===== config.mk =====
export PLATFORM = sky130hd
export DESIGN_NAME = scalar_mult_seq
export DESIGN_NICKNAME = d
export VERILOG_FILES = /design/src/rtl/scalar_mult_pkg.sv /design/src/rtl/scalar_mult_dp.sv /design/src/rtl/scalar_mult_ctrl.sv /design/src/rtl/scalar_mult_seq.sv
export SDC_FILE = /design/constraint.sdc
export NUM_CORES = 1
export LEC_CHECK = 0
export CORE_ASPECT_RATIO = 0.7
export CORE_MARGIN = 3
export CORE_UTILIZATION = 43
export CTS_BUF_LIST = sky130_fd_sc_hd__clkbuf_8 sky130_fd_sc_hd__clkbuf_16
export DETAILED_ROUTE_END_ITERATION = 10
export PLACE_DENSITY = 0.81
export SKIP_LAST_GASP = 1
export SLEW_MARGIN = 20
export SYNTH_ARGS = -nofsm -noshare
export SYNTH_HDL_FRONTEND = slang
export SYNTH_SLANG_ARGS = --single-unit

===== constraint.sdc =====
create_clock -name clk -period 2.1 [get_ports clk]
set_input_delay 0.315 -clock clk [delete_from_list [all_inputs] [get_ports clk]]
set_output_delay 0.315 -clock clk [all_outputs]
set_load 0.005 [all_outputs]

===== src/rtl/scalar_mult_pkg.sv =====
package scalar_mult_pkg;

  typedef enum logic [2:0] {
    S_IDLE,
    S_DBL,
    S_WDBL,
    S_ADD,
    S_WADD,
    S_NEXT,
    S_FIN
  } seqStateT;

  // strobes from control to datapath
  typedef struct packed {
    logic load;     // capture scalar and P, seed Q
    logic takeRes;  // Q := point unit result
    logic copyP;    // Q := P, leave infinity
    logic shift;    // advance to next scalar bit
  } ctlStrobesT;

endpackage


===== src/rtl/scalar_mult_dp.sv =====
module scalar_mult_dp
  import scalar_mult_pkg::*;
#(
  parameter int KBITS = 8,
  parameter int CW    = 16
) (
  input  logic                 clk,
  input  logic                 rstN,
  input  ctlStrobesT           ctl,
  input  logic [KBITS-1:0]     scalarIn,
  input  logic [2:0][CW-1:0]   pIn,
  input  logic [2:0][CW-1:0]   resIn,
  output logic [2:0][CW-1:0]   qOut,
  output logic [2:0][CW-1:0]   pOut,
  output logic                 qInf,
  output logic                 curBit
);

  localparam int NCOORD = 3;

  logic [KBITS-1:0]        scanReg;
  logic [NCOORD-1:0][CW-1:0] pReg;
  logic [NCOORD-1:0][CW-1:0] qReg;
  logic                    infReg;

  // one register slice per coordinate
  for (genvar c = 0; c < NCOORD; c++) begin : g_coord
    always_ff @(posedge clk) begin
      if (!rstN) begin
        pReg[c] <= '0;
        qReg[c] <= '0;
      end else begin
        if (ctl.load) begin
          pReg[c] <= pIn[c];
          qReg[c] <= pIn[c];
        end else if (ctl.takeRes) begin
          qReg[c] <= resIn[c];
        end else if (ctl.copyP) begin
          qReg[c] <= pReg[c];
        end
      end
    end
  end

  always_ff @(posedge clk) begin
    if (!rstN) begin
      scanReg <= '0;
      infReg  <= 1'b1;
    end else begin
      if (ctl.load) begin
        scanReg <= scalarIn << 1;
        infReg  <= ~scalarIn[KBITS-1];
      end else begin
        if (ctl.shift) scanReg <= scanReg << 1;
        if (ctl.copyP) infReg  <= 1'b0;
      end
    end
  end

  assign curBit = scanReg[KBITS-1];
  assign qOut   = qReg;
  assign pOut   = pReg;
  assign qInf   = infReg;

  // result from the unit never arrives while at infinity
  p_no_result_at_inf_r7: assert property (@(posedge clk) disable iff (!rstN)
    ctl.takeRes |-> !infReg);

endmodule


===== src/rtl/scalar_mult_ctrl.sv =====
module scalar_mult_ctrl
  import scalar_mult_pkg::*;
#(
  parameter int KBITS = 8
) (
  input  logic       clk,
  input  logic       rstN,
  input  logic       start,
  input  logic       opDone,
  input  logic       curBit,
  input  logic       qInf,
  output ctlStrobesT ctl,
  output logic       cmdValid,
  output logic       cmdOp,
  output logic       busy,
  output logic       done
);

  localparam int CNTW = $clog2(KBITS) + 1;

  seqStateT        state, nextState;
  logic [CNTW-1:0] bitsLeft;

  always_comb begin
    nextState = state;
    ctl       = '0;
    cmdValid  = 1'b0;
    cmdOp     = 1'b0;
    done      = 1'b0;
    unique case (state)
      S_IDLE: begin
        if (start) begin
          ctl.load  = 1'b1;
          nextState = (KBITS == 1) ? S_FIN : S_DBL;
        end
      end
      S_DBL: begin
        if (qInf) begin
          nextState = S_ADD;
        end else begin
          cmdValid  = 1'b1;
          nextState = S_WDBL;
        end
      end
      S_WDBL: begin
        if (opDone) begin
          ctl.takeRes = 1'b1;
          nextState   = S_ADD;
        end
      end
      S_ADD: begin
        if (!curBit) begin
          nextState = S_NEXT;
        end else if (qInf) begin
          ctl.copyP = 1'b1;
          nextState = S_NEXT;
        end else begin
          cmdValid  = 1'b1;
          cmdOp     = 1'b1;
          nextState = S_WADD;
        end
      end
      S_WADD: begin
        if (opDone) begin
          ctl.takeRes = 1'b1;
          nextState   = S_NEXT;
        end
      end
      S_NEXT: begin
        ctl.shift = 1'b1;
        nextState = (bitsLeft == CNTW'(1)) ? S_FIN : S_DBL;
      end
      S_FIN: begin
        done      = 1'b1;
        nextState = S_IDLE;
      end
      default: nextState = S_IDLE;
    endcase
  end

  always_ff @(posedge clk) begin
    if (!rstN) begin
      state    <= S_IDLE;
      bitsLeft <= '0;
    end else begin
      state <= nextState;
      if (ctl.load)       bitsLeft <= CNTW'(KBITS - 1);
      else if (ctl.shift) bitsLeft <= bitsLeft - CNTW'(1);
    end
  end

  assign busy = (state != S_IDLE);

  // a command strobe lasts a single cycle
  p_cmd_single_r5: assert property (@(posedge clk) disable iff (!rstN)
    cmdValid |=> !cmdValid);

  // done is a single-cycle pulse and the block is idle afterwards
  p_done_single_r6: assert property (@(posedge clk) disable iff (!rstN)
    done |=> (!done && !busy));

  // a start while busy does not restart the bit count
  p_start_ignored_r9: assert property (@(posedge clk) disable iff (!rstN)
    (busy && start && !ctl.shift) |=> $stable(bitsLeft));

endmodule


===== src/rtl/scalar_mult_seq.sv =====
module scalar_mult_seq
  import scalar_mult_pkg::*;
#(
  parameter int KBITS = 8,
  parameter int CW    = 16
) (
  input  logic             clk,
  input  logic             rstN,
  input  logic             start,
  input  logic [KBITS-1:0] scalar,
  input  logic [CW-1:0]    pX,
  input  logic [CW-1:0]    pY,
  input  logic [CW-1:0]    pZ,
  output logic             busy,
  output logic             done,
  output logic [CW-1:0]    qX,
  output logic [CW-1:0]    qY,
  output logic [CW-1:0]    qZ,
  output logic             qInf,
  output logic             cmdValid,
  output logic             cmdOp,
  output logic [CW-1:0]    opBX,
  output logic [CW-1:0]    opBY,
  output logic [CW-1:0]    opBZ,
  input  logic             opDone,
  input  logic [CW-1:0]    resX,
  input  logic [CW-1:0]    resY,
  input  logic [CW-1:0]    resZ
);

  ctlStrobesT         ctl;
  logic               curBit;
  logic [2:0][CW-1:0] qVec, pVec;

  scalar_mult_ctrl #(.KBITS(KBITS)) u_ctrl (
    .clk      (clk),
    .rstN     (rstN),
    .start    (start),
    .opDone   (opDone),
    .curBit   (curBit),
    .qInf     (qInf),
    .ctl      (ctl),
    .cmdValid (cmdValid),
    .cmdOp    (cmdOp),
    .busy     (busy),
    .done     (done)
  );

  scalar_mult_dp #(.KBITS(KBITS), .CW(CW)) u_dp (
    .clk      (clk),
    .rstN     (rstN),
    .ctl      (ctl),
    .scalarIn (scalar),
    .pIn      ({pZ, pY, pX}),
    .resIn    ({resZ, resY, resX}),
    .qOut     (qVec),
    .pOut     (pVec),
    .qInf     (qInf),
    .curBit   (curBit)
  );

  assign qX   = qVec[0];
  assign qY   = qVec[1];
  assign qZ   = qVec[2];
  assign opBX = pVec[0];
  assign opBY = pVec[1];
  assign opBZ = pVec[2];

  // the identity point is never handed to the point unit
  p_no_cmd_at_inf_r7: assert property (@(posedge clk) disable iff (!rstN)
    cmdValid |-> !qInf);

  // operand B holds still for the whole job
  p_base_stable_r10: assert property (@(posedge clk) disable iff (!rstN)
    ($past(busy) && busy) |-> $stable({opBX, opBY, opBZ}));

  // done only appears while busy
  p_done_in_job_r6: assert property (@(posedge clk) disable iff (!rstN)
    done |-> busy);

endmodule


Word level (Yosys, flattened, before mapping). Cells that the tools add are included.

Add/subtract/negate cells: 1. Multiply operators: 0. Div/mod/pow operators: 0. Magnitude comparators: 0. Eq/ne operators: 10. Shift operators: 0. Muxes and demuxes: 36. Bitwise gates (word level): 2. Reductions and logical operators: 8.

Operator list (number): two-way mux 16 bit (9); two-way mux 3 bit (6); case mux 3 bit (6 select lines) (1); two-way mux 1 bit (17); two-way mux 8 bit (2); == test 3 bit (second input constant) (3); == test 3 x 2 -> 1 bit (second input constant) (2); inequality test 2 bit (second input constant) (3); nonzero test 3 bit (2); == test 4 x 1 -> 1 bit (second input constant) (1); nonzero test 2 bit (2); OR reduction 2 bit (2); subtractor 4 x 1 -> 4 bit (second input constant) (1); == test 3 x 1 -> 1 bit (second input constant) (1); logical NOT 3 bit (1); AND reduction 3 bit (1); inverter 1 bit (2); case mux 1 bit (2 select lines) (1).

Bits in registers: 111. Latch bits: 0. RAM bits: 0. ROM bits: 0. Input port bits: 108. Output and inout port bits: 101. Memories kept: 0.

Depth between registers and ports, before layout.
Depth in word-level cells: 6. Gate-level depth with buffers: 8. Depth with buffers taken out: 6.

By module. Synthesis repeated with hierarchy kept, for this count alone.

Cells, all modules: 524. Area total of the unflattened synthesis: 4610.7 um2.

Modules (own cells, without submodules): scalar_mult_dp (times used 1, cells an instance 464, area an instance 4130.2 um2, sequential area each 2082.0 um2); scalar_mult_ctrl (times used 1, cells an instance 60, area an instance 480.5 um2, sequential area each 140.1 um2).

Least setup slack after synthesis. Ideal clock, no wire load.

Path type: register to register. Start: reg u_ctrl.state[0]. End: reg u_dp.qReg (netlist bit u_dp.qOut[24]). Setup time: 0.124 ns. Arrival time: 1.444 ns. Setup slack: 0.532 ns. Cell stages (with the launch flop): 9. Path buffers: 4. Period minus slack after synthesis: 1.568 ns. Cell sequence: dfxtp_1 > buf_4 > nand3_2 > or2_1 > clkbuf_1 > buf_2 > buf_2 > o22ai_1 > a31oi_1.

Word-level cells in the longest chain between the ends: 5.

RTL lines: start, declared (RTL line scalar_mult_ctrl.sv:21) `seqStateT state, nextState;`; start signal, assigned (RTL line scalar_mult_ctrl.sv:86) `state <= nextState;`; == test 3 x 2 -> 1 bit / == test 3 bit (equally long branches) (RTL line scalar_mult_ctrl.sv:30) `unique case (state)`; OR reduction 2 bit (no line); two-way mux 1 bit; two-way mux 16 bit (RTL line scalar_mult_dp.sv:36) `end else if (ctl.takeRes) begin`; two-way mux 16 bit (RTL line scalar_mult_dp.sv:33) `if (ctl.load) begin`; end signal, assigned by index (RTL line scalar_mult_dp.sv:35) `qReg[c] <= pIn[c];`; end signal, assigned by index (RTL line scalar_mult_dp.sv:37) `qReg[c] <= resIn[c];`; end signal, assigned by index (RTL line scalar_mult_dp.sv:39) `qReg[c] <= pReg[c];`; end, declared (RTL line scalar_mult_dp.sv:23) `logic [NCOORD-1:0][CW-1:0] qReg;`.

Several ways; a longest one is shown, not always the timed one. A chain may end at the register's enable or synchronous reset.

Final worst setup path.
Start: reg u_ctrl.state[0]. End: out cmdValid.

Word-level cells in the longest chain between the ends: 2.

RTL lines: == test 3 x 2 -> 1 bit / == test 3 x 1 -> 1 bit (equally long branches) (RTL line scalar_mult_ctrl.sv:30); case mux 1 bit (2 select lines) (*) (RTL line scalar_mult_ctrl.sv:30); end, declared (RTL line scalar_mult_seq.sv:20) `output logic cmdValid,`.

Mark *: on every way between the ends. The rest lies on a longest branch, timed or not.

==> summary.txt <==
Status = finished clean
Nets = 881
Initial DRT Pass Iterations = 5
Ys flop type = dfxtp_1
Die area = 12,700 um^2
Most frequent cells in the layout = clkdlybuf4s50_1 (208), nand2_1 (157), dfxtp_1 (108)
GRT busiest layer = met2
Worst R2R Start = u_ctrl.state[2]
Clock group share of total power = 20.9%
Worst EP required = 1.78 ns
Reg-to-reg endpoint = u_dp.qOut[43]
Max_cap viols = 0
WL final = 17.4 mm
Switching part of the total = 34.6%
Comb power frac = 43.2%
Tmin final = 2.04 ns
Slowest cell on the critical path = clkdlybuf4s50_1
Routability cong. = 0.856
Final setup fails = 0
Seq cells post-synth = 111
Worst Setup Start Kind = flip-flop
Met3 usage in global routing = 8.76%
Port bufs = 208
Die height = 95.2 um
First-pass GRT wire length = 26.7 mm
Vias per inst = 5.79
Endpoint, Worst Hold = u_dp.pOut[41]
# rows = 31
Avg Cell Area, Syn = 8.30 um^2
Crit path max fanout = 19
Finished Cell Area = 7470 um^2
Hold path cells = 2
Power density over the cells = 1130 nW/um^2
Clk_skew = 0.00774 ns
Critical Path Source = u_ctrl.state[0]
Final max-slew violation count = 0
Filler instances = 828
Synth warnings = 0
Worst path max stage delay = 0.51 ns
Clock latency on the worst-skew pair = 0.35 ns
Synthesized area = 4890 um^2
Placed inst area = 7160 um^2
Initial core utilization = 45.7%
Pleak = 0.00261 uW
Worst VDD drop = 0.600 mV
Sequential-to-total area share from yosys stat = 45.4%
Non-Filler Instances = 924
Initial antenna violation count = 0
R2r setup slk = 0.37 ns
DRT iter0 DRCs = 285
Vias = 5,346
Placed insts = 908
Setup TNS = 0 ns
GRT Resource Usage Total = 26.2%
RSZ-0062 raised after global routing = no
Boundary Pins = 209
Vias in the first global route = 5,314
Clk slew on worst S/H paths = 0.07 ns
Gr ovfl total = 0
Final Cycle Share = 97.2%
Post-synthesis async set-or-reset flop share = 0%
Wire per inst = 18.8 um
Num Clock Sinks = 111
Area Overhead vs Synth = 52.8%
Worst hold path class = flip-flop to flip-flop
DRC violations left = 0
Distinct cells, synth = 43
Setup crit end kind = output port
Number of buffers created by CTS = 9
Crit-path cells = buf_4 > and3_1 > clkdlybuf4s50_1
Largest net degree at the start of global routing = 41
Slew margin rel. = 56.8%
Layout cells sized above 1 = 8.38%
Dpl hpwl = 12.1 mm
Hold path startpoint = u_dp.pOut[41]
Crit path buffers/inverters = 2
Critical Setup Path Class = flip-flop to output port
CORE AREA = 10,700 um^2
Post-synth EDFFs = 0
Htree depth = 3
Delay-heaviest family, CP = buffers and inverters
Met1 Usage GRT = 32.7%
Maximum buffer depth of the clock tree = 2
Peak Freq = 0.490 GHz
Most common cell after layout, fill and taps aside = clkdlybuf4s50_1
Sw power = 2910 uW
Fin. Hold Viols = 0
Sequential group share of total power = 35.9%
CTS tree = yes
Mapped Nets = 699
Root Buffer = clkbuf_16
GRT met2 Usage = 42.6%
Internal Pwr Total = 5510 uW
Cell count after synthesis = 589
Least-Margin Pin Slew = 0.647 ns
Die width = 133 um
# diodes = 0
Final ANT Viol Nets = 0
Worst EP arrival = 1.73 ns
Cells on worst reg2reg path = 5
## sequential cells by signal, indices dropped and copies added (netlist names)
signal / cells
u_ctrl.bitsLeft: 4
u_ctrl.state: 3
u_dp.pOut: 48
u_dp.qInf: 1
u_dp.qOut: 48
u_dp.scanReg: 7
## worst max path at each step
| stage | end | slack, ns | depth (start not counted) |
|---|---|---|---|
| floorplan | u_dp.qOut[24] | 0.53 | 8 |
| global placement | u_dp.qOut[19] | 0.16 | 6 |
| detailed placement | u_dp.qOut[7] | 0.03 | 6 |
| CTS | cmdValid | 0.06 | 3 |
| global route | cmdValid | 0.01 | 3 |
| finish | cmdValid | 0.06 | 3 |
## cell usage after synthesis (all sizes together) (2+ instances only)
master,number,share of area (%)
xor2,2,0.36
and3b,2,0.36
a31oi,11,1.4
a311oi,42,8.7
a21oi,48,5.0
xnor2,3,0.69
o22ai,48,6.1
buf,36,4.4
nor2,10,0.77
nand3,4,0.51
nand2,158,12
nor3b,2,0.31
nand2b,2,0.26
a21boi,8,1.2
ha,2,0.51
a211oi,2,0.31
nor3,42,4.6
o21ai,2,0.20
and3,2,0.26
o211ai,2,0.31
dfxtp,111,45
inv,6,0.46
o31ai,11,1.7
clkbuf,24,1.8
## power by group through the flow
stage | sequential (uW) | clock (uW) | combinational [uW]
2_1_floorplan | 2980 | 0 | 1900
3_3_place_gp | 3030 | 0 | 3490
3_5_place_dp | 3050 | 0 | 3610
4_1_cts | 3010 | 1790 | 3630
5_1_grt | 3080 | 1850 | 3920
6_report | 3020 | 1760 | 3630
## kinds of logic (layout without fill, tap and decap cells)
family	Yosys count	after routing	share of synthesized area [%]
buffers and inverters	66	253	6.73
adders and majority gates	2	2	0.512
muxes	1	1	0.307
and+or+nand+nor	227	227	20.1
AOI/OAI and AO/OA	177	177	25.8
DFF	111	111	45.4
xor gates and xnor gates	5	5	1.05
## stage by stage
| stage | util, % | worst slack [ns] | total power [uW] | hold WS (ns) |
|---|---|---|---|---|
| after floorplan | - | 0.532 | 4870 | 0.444 |
| after CTS | 69.8 | 0.0631 | 8430 | 0.474 |
| final | 69.8 | 0.0585 | 8420 | 0.474 |
| after global routing | 69.8 | 0.0138 | 8850 | 0.493 |
| after detailed placement | 66.9 | 0.0346 | 6660 | 0.465 |
| after global placement | 66.9 | 0.161 | 6520 | 0.453 |
## metal layers
metal	vias up	routed length, um
met5	-	0
met4	0	303
met3	35	1890
met2	309	8110
met1	2506	7080
li1	2496	-
## timing repair
item                       CTS  global route
pin swaps                    0             0
setup endpoints to repair    2             1
buffers inserted             0             0
resized for setup            2             1
hold buffers                 0             0
cloned                       0             0
## cell type report
type	instances	area [um^2]	share of cell area [%]
timing repair buffer	231	2380	31.8
clock buffer	10	239	3.20
inverter	6	22.5	0.301
sequential	111	2230	29.8
clock inverter	6	66.3	0.887
multi-input combinational	412	2350	31.5
tap	148	185	2.48
## worst reg2reg max path, stage by stage (launching register included)
cell and delay [ns]:
dfxtp_2 0.39, nor3_2 0.31, and2_4 0.33, buf_12 0.20
nand2_1 0.12, a311oi_1 0.28
Power figures use the tool's default switching activity.
